===== config.mk =====
export PLATFORM = sky130hd
export DESIGN_NAME = f2h_cvt
export DESIGN_NICKNAME = d
export VERILOG_FILES = /design/src/rtl/f2h_pkg.sv /design/src/rtl/f2h_srcmod.sv /design/src/rtl/f2h_narrow.sv /design/src/rtl/f2h_clamp.sv /design/src/rtl/f2h_cvt.sv
export SDC_FILE = /design/constraint.sdc
export NUM_CORES = 1
export LEC_CHECK = 0
export BUFFER_PORTS_ARGS = -buffer_cell sky130_fd_sc_hd__clkbuf_2
export CORE_AREA = 2 2 85 87
export CTS_CLUSTER_DIAMETER = 120
export DETAILED_ROUTE_END_ITERATION = 6
export DIE_AREA = 0 0 87 89
export GPL_TIMING_DRIVEN = 0
export PLACE_DENSITY = 0.79
export SETUP_SLACK_MARGIN = 0.05
export SYNTH_ARGS = -nofsm -noshare
export SYNTH_HDL_FRONTEND = slang
export SYNTH_SLANG_ARGS = --single-unit

===== constraint.sdc =====
create_clock -name clk -period 9.6 [get_ports clk]
set_input_delay 1.92 -clock clk [delete_from_list [all_inputs] [get_ports clk]]
set_output_delay 1.92 -clock clk [all_outputs]
set_load 0.02 [all_outputs]

===== src/rtl/f2h_pkg.sv =====
// f2h_pkg: format constants and the rounding-mode type shared by the
// narrowing converter. Assumes IEEE single and half binary layouts.
package f2h_pkg;
    localparam int F32_W    = 32;
    localparam int F32_EW   = 8;
    localparam int F32_MW   = 23;
    localparam int F16_W    = 16;
    localparam int F16_EW   = 5;
    localparam int F16_MW   = 10;
    localparam int MAG_W    = F16_W - 1;
    localparam int SIG_W    = F32_MW + 1;
    localparam int DROP     = F32_MW - F16_MW;           // 13 fraction bits lost when normal
    localparam int BIAS32   = 127;
    localparam int BIAS16   = 15;
    localparam int EXP_NORM = BIAS32 - BIAS16 + 1;       // 113: first half-normal exponent
    localparam int EXP_OVF  = EXP_NORM + 30;             // 143: magnitude >= 2^16
    localparam int SH_MAX   = DROP + 14;                 // 27: shift beyond which only sticky remains
    localparam logic [MAG_W-1:0] H_INF_MAG = 15'h7C00;
    localparam logic [MAG_W-1:0] H_MINNORM = 15'h0400;
    localparam logic [MAG_W-1:0] H_ONE_MAG = 15'h3C00;

    typedef enum logic [1:0] {
        RND_NEAR_EVEN = 2'd0,
        RND_POS_INF   = 2'd1,
        RND_NEG_INF   = 2'd2,
        RND_ZERO      = 2'd3
    } rnd_mode_e;
endpackage


===== src/rtl/f2h_srcmod.sv =====
// f2h_srcmod: applies the abs and negate source modifiers by rewriting the
// sign bit only. Assumes abs is applied before negate, so both give -|x|.
module f2h_srcmod
    import f2h_pkg::*;
(
    input  logic [F32_W-1:0] src,
    input  logic             abs_en,
    input  logic             neg_en,
    output logic [F32_W-1:0] mod_src
);
    logic new_sign;

    // Pick the modified sign: forced by abs, then flipped by neg.
    always_comb begin
        new_sign = abs_en ? neg_en : (src[F32_W-1] ^ neg_en);
        mod_src  = {new_sign, src[F32_W-2:0]};
    end
endmodule


===== src/rtl/f2h_narrow.sv =====
// f2h_narrow: combinational single-to-half narrowing with selectable rounding
// and optional denormal flush. One alignment shifter serves both the normal
// and denormal ranges; a single-precision denormal enters as sticky only.
// Assumes the sign has already been modified.
module f2h_narrow
    import f2h_pkg::*;
(
    input  logic [F32_W-1:0] x,
    input  rnd_mode_e        mode,
    input  logic             flush_en,
    output logic [F16_W-1:0] h
);
    localparam int LOW_W  = SH_MAX - 1;
    localparam int WIDE_W = SIG_W + LOW_W;
    localparam int SUM_W  = MAG_W + 2;

    logic                  s;
    logic [F32_EW-1:0]     e;
    logic [F32_MW-1:0]     m;
    logic [SIG_W-1:0]      sig;
    logic [F32_EW-1:0]     sh_raw;
    logic [4:0]            sh;
    logic [WIDE_W-1:0]     wide;
    logic [SIG_W-1:0]      q_full;
    logic [F16_MW+1:0]     q;
    logic [F16_MW+1:0]     qr;
    logic                  g, st, inc;
    logic [SUM_W-1:0]      base, mag;
    logic [MAG_W-1:0]      mag_o;

    // Align the significand to half-precision units and split off guard/sticky.
    always_comb begin
        s      = x[F32_W-1];
        e      = x[F32_W-2:F32_MW];
        m      = x[F32_MW-1:0];
        sig    = {1'b1, m};
        sh_raw = 8'(EXP_NORM + DROP) - e;
        if (e >= 8'(EXP_NORM))
            sh = 5'(DROP);
        else if (sh_raw > 8'(SH_MAX))
            sh = 5'(SH_MAX);
        else
            sh = sh_raw[4:0];
        wide   = {sig, {LOW_W{1'b0}}} >> sh;
        q_full = wide[WIDE_W-1:LOW_W];
        if (e == '0) begin
            q  = '0;
            g  = 1'b0;
            st = |m;
        end else begin
            q  = 12'(q_full);
            g  = wide[LOW_W-1];
            st = |wide[LOW_W-2:0];
        end
    end

    // Decide the rounding increment from the mode and the sign.
    always_comb begin
        unique case (mode)
            RND_NEAR_EVEN: inc = g & (st | q[0]);
            RND_POS_INF:   inc = ~s & (g | st);
            RND_NEG_INF:   inc = s & (g | st);
            default:       inc = 1'b0;
        endcase
    end

    // Form the magnitude, then apply overflow, flush and special operands.
    always_comb begin
        qr   = q + 12'(inc);
        base = (e >= 8'(EXP_NORM)) ? SUM_W'({e - 8'(EXP_NORM), {F16_MW{1'b0}}}) : '0;
        mag  = base + SUM_W'(qr);
        if (e >= 8'(EXP_OVF) || mag >= SUM_W'(H_INF_MAG))
            mag_o = H_INF_MAG;
        else if (flush_en && mag < SUM_W'(H_MINNORM))
            mag_o = '0;
        else
            mag_o = mag[MAG_W-1:0];
        if (e == '1)
            mag_o = (m != '0) ? {{F16_EW{1'b1}}, 1'b1, m[F32_MW-2 -: F16_MW-1]} : H_INF_MAG;
        h = {s, mag_o};
    end
endmodule


===== src/rtl/f2h_clamp.sv =====
// f2h_clamp: optional saturation of a half value to [0.0, 1.0]. NaN and any
// value with the sign bit set go to +0.0; anything above 1.0 goes to 1.0.
module f2h_clamp
    import f2h_pkg::*;
(
    input  logic [F16_W-1:0] h_in,
    input  logic             clamp_en,
    output logic [F16_W-1:0] h_out
);
    logic is_nan;

    // Select the clamped or unmodified half value.
    always_comb begin
        is_nan = (h_in[MAG_W-1:F16_MW] == '1) && (h_in[F16_MW-1:0] != '0);
        h_out  = h_in;
        if (clamp_en) begin
            if (is_nan || h_in[F16_W-1])
                h_out = '0;
            else if (h_in[MAG_W-1:0] > H_ONE_MAG)
                h_out = {1'b0, H_ONE_MAG};
        end
    end
endmodule


===== src/rtl/f2h_cvt.sv =====
// f2h_cvt: top of the single-to-half converter. Source modifiers, narrowing
// and clamp are combinational; result and valid are registered once.
// Assumes a synchronous active-low reset.
module f2h_cvt
    import f2h_pkg::*;
(
    input  logic             clk,
    input  logic             rst_n,
    input  logic             in_valid,
    input  logic [31:0]      src,
    input  logic             abs_en,
    input  logic             neg_en,
    input  logic [1:0]       rnd_mode,
    input  logic             flush_en,
    input  logic             clamp_en,
    output logic             out_valid,
    output logic [15:0]      result
);
    logic [F32_W-1:0] mod_src;
    logic [F16_W-1:0] narrowed;
    logic [F16_W-1:0] clamped;

    f2h_srcmod u_srcmod (
        .src      (src),
        .abs_en   (abs_en),
        .neg_en   (neg_en),
        .mod_src  (mod_src)
    );

    f2h_narrow u_narrow (
        .x        (mod_src),
        .mode     (rnd_mode_e'(rnd_mode)),
        .flush_en (flush_en),
        .h        (narrowed)
    );

    f2h_clamp u_clamp (
        .h_in     (narrowed),
        .clamp_en (clamp_en),
        .h_out    (clamped)
    );

    // Capture a new result on in_valid; hold it otherwise.
    always_ff @(posedge clk) begin
        if (!rst_n) begin
            out_valid <= 1'b0;
            result    <= '0;
        end else begin
            out_valid <= in_valid;
            if (in_valid)
                result <= clamped;
        end
    end
endmodule


# After elaboration in Yosys (flattened, before gate mapping)
# Index checks and enable logic that the tools add are counted.
# word_totals
reg_bits,17
input_bits,41
output_inout_bits,17
elab_cells,49
# op_classes
add_sub_neg,4
n_lt_le_gt_ge,6
eq_ne,4
shifts,1
n_mux,15
n_bitwise,7
n_reduce_logical,10
# ops
op,count
50-bit by 5-bit right shift with 38-bit output,1
16-bit 2-to-1 mux,3
15-bit 2-to-1 mux,3
25-bit OR reduction,1
23-bit nonzero test,1
23-bit OR reduction,1
17-bit by 12-bit adder with 17-bit output,1
17-bit by 15-bit >= comparator with 1-bit output (second input constant),1
17-bit by 11-bit less-than comparator with 1-bit output (second input constant),1
17-bit 2-to-1 mux,1
15-bit by 14-bit greater-than comparator with 1-bit output (second input constant),1
12-bit by 1-bit adder with 12-bit output,1
12-bit 2-to-1 mux,1
10-bit 2-to-1 mux,1
5-bit 2-to-1 mux,2
10-bit nonzero test,1
8-bit equality test (second input constant),1
8-bit by 7-bit >= comparator with 1-bit output (second input constant),1
8-bit >= comparator (second input constant),1
8-bit by 5-bit greater-than comparator with 1-bit output (second input constant),1
8-bit logical NOT,1
7-bit by 8-bit subtractor with 8-bit output (first input constant),1
7-bit subtractor (second input constant),1
5-bit equality test (second input constant),1
11 further kinds,18

# Logic depth before layout (Yosys ltp)
# logic_depth
depth_word,22
depth_mapped,39
depth_no_buf,36

# Modules after synthesis
# Synthesis repeated with hierarchy kept, for this count alone.
# hier_totals
cells_unflattened,635
hier_area_um2,4446.8
# by_module_without_submodules
module,n_inst,cells_each,area_each_um2
f2h_narrow,1,517,3324.4
f2h_cvt,1,53,643.1
f2h_srcmod,1,34,270.3
f2h_clamp,1,31,209.0

# Worst setup path after synthesis
# OpenSTA, ideal clock, no wires.
# synth_timing
path_kind,input to register
start,in src[23]
end,reg result[0]
setup_ns,0.125
arrival_ns,9.793
required_time_ns,9.475
setup_slack_ns,-0.318
cell_stages,39
n_path_buf,4
path_cell_list,buf_2 > inv_1 > ha_1 > or4b_4 > a21o_1 > buf_2 > a21oi_2 > buf_2 > mux2i_1 > mux2_2 > o21ai_0 > nor4_1 > a22o_1 > a32o_1 > a41oi_1 > o21ai_0 > a22oi_1 > ha_1 > [3 not listed] > nand3_1 > xor2_1 > ha_1 > fa_1 > inv_1 > a211oi_1 > xnor3_1 > nand2_1 > mux2_2 > a221oi_1 > o31a_1 > clkbuf_1 > o31a_1 > a211oi_1 > o31ai_1 > a221o_1 > o41a_1 > o31ai_1
# synth_via
elab_chain_cells,22
word_cells_on_any_way,38
classes_between,add/sub (4); order compare (6); eq/ne (2); shift (1); mux (13); bitwise (5); reduce/logical (7)
# synth_rtl
item,line,text
from (decl),f2h_cvt.sv:10,"input logic [31:0] src,"
7-bit by 8-bit subtractor with 8-bit output,f2h_narrow.sv:37,sh_raw = 8'(EXP_NORM + DROP) - e;
8-bit by 5-bit greater-than comparator with 1-bit output,f2h_narrow.sv:40,else if (sh_raw > 8'(SH_MAX))
5-bit 2-to-1 mux,f2h_narrow.sv:40,
5-bit 2-to-1 mux,f2h_narrow.sv:38,if (e >= 8'(EXP_NORM))
50-bit by 5-bit right shift with 38-bit output,f2h_narrow.sv:44,"wide = {sig, {LOW_W{1'b0}}} >> sh;"
25-bit OR reduction,f2h_narrow.sv:53,st = |wide[LOW_W-2:0];
1-bit 2-to-1 mux,f2h_narrow.sv:46,if (e == '0) begin
1-bit OR (on tied branches),"f2h_narrow.sv:61, f2h_narrow.sv:62, f2h_narrow.sv:60",
[3 not listed],--,
17-bit by 12-bit adder with 17-bit output,f2h_narrow.sv:71,mag = base + SUM_W'(qr);
17-bit by 11-bit less-than comparator with 1-bit output,f2h_narrow.sv:74,else if (flush_en && mag < SUM_W'(H_MINNORM))
1-bit logical AND,f2h_narrow.sv:74,
15-bit 2-to-1 mux,f2h_narrow.sv:74,
15-bit 2-to-1 mux,f2h_narrow.sv:72,if (e >= 8'(EXP_OVF) || mag >= SUM_W'(H_INF_MAG))
15-bit 2-to-1 mux *,f2h_narrow.sv:78,if (e == '1)
branches (longest 4 deep; another with 15-bit by 14-bit greater-than comparator with 1-bit output),--,
16-bit 2-to-1 mux *,f2h_clamp.sv:16,if (clamp_en) begin
to (signal assigned),f2h_cvt.sv:51,result <= clamped;
to (decl),f2h_cvt.sv:17,output logic [15:0] result
# Every way passes the cells marked *.
# A chain may end at the register's enable or synchronous reset.

# Worst setup path in the final report
# layout_timing
start,in src[23]
end,reg result[1]
# Same word-level chain as after synthesis.

==> run metrics <==
fin crit period 9610 ps; R2R setup slack 8710 ps; reg-to-reg critical path startpoint result[11]$_SDFFE_PN0P_; Seq pwr share 18.9%; Critical path origin src[23]; Distinct cells, synth 86; Slew Viols, Final 0; Post-route DRC 0; Post-synth EDFFs 0; die area 7740 sq um; slowest CP cell or4_4; # port buffers 51; Iter 0 DRT Violations 668; dpl cells 601; CTS tree built; Initial Util 52.3%; Die Span Y 89 um; TritonRoute pass-1 iters 5; WS Path Type primary input to flop; status finished, violations left; most common cell after layout, fill and taps aside buf_4; Clock Skew 0 ps; syn avg cell area 7.48 sq um; share of layout cells above drive strength 1 39.2%; Startpoint Class primary input; DP Area 3890 sq um; vias post-DR 4712; Setup WS pre-CTS -1360 ps; Chip Width 87 um; Hold Path Class flop to flop; final net count 642; DR WL/cell 22.3 um; worst-skew pair later-pin latency 270 ps; Final period util 100%; Reg clk slew, reported paths 70 ps; largest net degree at the start of global routing 11; Rows 30; CTS max path bufs 2; sequential share of the synthesized area 9.68%; CTS Root Buffer Type clkbuf_8; clock share of power 14.7%; post-synthesis cell area 3520 sq um; Max stage delay on crit path 590 ps; final cell count without fillers 667; Worst Setup End Kind flop; Pwr per Cell Area 80.6 nW/um^2; Synth area leader dfxtp_1; Synthesis Warnings 0; # clock sinks 17; P&R area growth vs syn 41.2%; Max-Cap Viols 0; Leak 1.96 nW; final instance area 4960 sq um; switching pwr 186 uW; total track usage 32.3%; vias in the first global route 4003; syn nets 524; Area contributors post-synth dfxtp_1 (9.7%), nand3_1 (6.8%), nand2_1 (4.4%), ha_1 (4.3%), o21ai_0 (4.3%); Detailed Place HPWL 9540 um; switching share of total power 46.6%; Core Footprint 6720 sq um; I/O pins 58; Final ANT Viol Nets 0; top cell type's share of synthesized area 9.68%; initial antenna violation count 0; antenna cells 0; highest clock rate 104 MHz; first-pass GRT wire length 19800 um; critical path arrival 9790 ps; Final Worst Setup Slack -7.58 ps; Slew @ Worst Pin 962 ps; crit path capture result[1]$_SDFFE_PN0P_; Primary FF master, synth dfxtp_1; most frequent cells in the layout buf_4 (58), clkbuf_2 (51), nand2_1 (41); final setup fails 2; register bit count reported by yosys 17; global route overflow 0; crit-path max FO 10; Reg2Reg Depth 3; Max rail drop VDD 0.0652 mV; failing checks negative setup slack; worst flop-to-flop path endpoint result[11]$_SDFFE_PN0P_; Pint 214 uW; FFs w/ async S/R, synth 0%; routed vias/inst 7.06; Slew Limit Headroom 35.5%; Hold Slack 465 ps; combinational share of power 66.4%; final WL 14800 um; Final GP Congestion 1.05; Gate Count Post-Synth 470; RSZ-0062 raised after global routing yes; fillers 471; Critical Path RT 9780 ps; Hold Fails Final Rpt 0; H-tree level count 1; total CTS buffers 3
## synthesized netlist by cell type, types with 5 or more instances
| cell type | count |
|---|---|
| mux2i_1 | 8 |
| nand3_1 | 48 |
| buf_2 | 12 |
| o21ai_0 | 30 |
| a22o_1 | 7 |
| and2_1 | 18 |
| nor4_1 | 8 |
| nand2_1 | 41 |
| xnor2_1 | 6 |
| a21oi_1 | 17 |
| and3_1 | 8 |
| a31oi_1 | 8 |
| ha_1 | 12 |
| nand4_1 | 11 |
| nor2b_1 | 8 |
| o211ai_1 | 5 |
| buf_6 | 6 |
| a22oi_1 | 8 |
| clkbuf_1 | 10 |
| o21ai_1 | 5 |
| inv_1 | 8 |
| o31ai_1 | 13 |
| xor2_1 | 9 |
| a211oi_1 | 5 |
| nor3_1 | 12 |
| dfxtp_1 | 17 |
| nor2_1 | 32 |
## cell families after synthesis
family,count (synthesis),synth area share (%)
xor gates and xnor gates,16,4.38
adders and majority gates,13,4.84
muxes,20,8.43
and+or+nand+nor,217,33.7
AOI/OAI and AO/OA,148,32.9
buffers and inverters,39,6.09
DFF,17,9.68
## per-stage QoR
stage / setup TNS [ps] / total power, mW / util (%)
global route: -2500 / 0.414 / 73.9
CTS: 0 / 0.337 / 62.3
detailed placement: -16920 / 0.265 / 57.9
finish: -11.4 / 0.400 / 73.9
floorplan: 0 / 0.213 / -
global placement: -15320 / 0.263 / 57.9
## power groups by stage
stage               registers, mW  clock network (mW)  logic, mW
global placement           0.0768                   0      0.186
finish                     0.0756              0.0589      0.265
detailed placement         0.0770                   0      0.188
global route               0.0758              0.0597      0.278
CTS                        0.0754              0.0571      0.205
floorplan                  0.0809                   0      0.132
## flip-flops by register name, summed over array words and instances (netlist names)
signal	flops
out_valid	1
result	16
## layer usage
layer  global-route usage (%)  share of wire (%)  routed length, um  vias up
li1                         -                  -                  -     2057
met1                     41.2                 37               5560     2190
met2                     55.4                 48               7070      382
met3                     5.36                9.8               1460       83
met4                     10.8                5.1                753        0
met5                        0                  0                  0        -
## worst min-delay path by stage
stage | from | to | slack (ps) | cells past startpoint
after floorplan | result[4]$_SDFFE_PN0P_ | result[4]$_SDFFE_PN0P_ | 530 | 2
after global placement | result[4]$_SDFFE_PN0P_ | result[4]$_SDFFE_PN0P_ | 440 | 2
after detailed placement | result[6]$_SDFFE_PN0P_ | result[6]$_SDFFE_PN0P_ | 440 | 2
after CTS | result[6]$_SDFFE_PN0P_ | result[6]$_SDFFE_PN0P_ | 460 | 2
after global routing | result[4]$_SDFFE_PN0P_ | result[4]$_SDFFE_PN0P_ | 500 | 2
final | result[0]$_SDFFE_PN0P_ | result[0]$_SDFFE_PN0P_ | 460 | 2
## worst max-delay path: cells and delay by family
family,cells,cell delay [ps]
buffers and inverters,7,990
adder cells (fa/ha/maj),3,670
XOR/XNOR,2,500
AO/OA/AOI/OAI,12,2610
AND/OR/NAND/NOR,11,3100
## area by class of cell
class | instances | area [sq um] | area share [%]
buffer | 31 | 270 | 5.44
inverter | 8 | 42.5 | 0.857
multi-input combinational | 414 | 3380 | 68.1
sequential | 17 | 340 | 6.86
timing repair buffer | 113 | 782 | 15.8
tap | 80 | 100 | 2.02
clock inverter | 1 | 5.00 | 0.101
clock buffer | 3 | 41.3 | 0.832
## repair_timing
action | CTS | global route
endpoints found under the setup margin | 14 | 12
hold buffers | 0 | 0
setup buffers | 16 | 46
pin swaps | 13 | 45
cloned | 0 | 0
resized for setup | 29 | 104
Note: power is estimated with default switching activity, not from simulation.
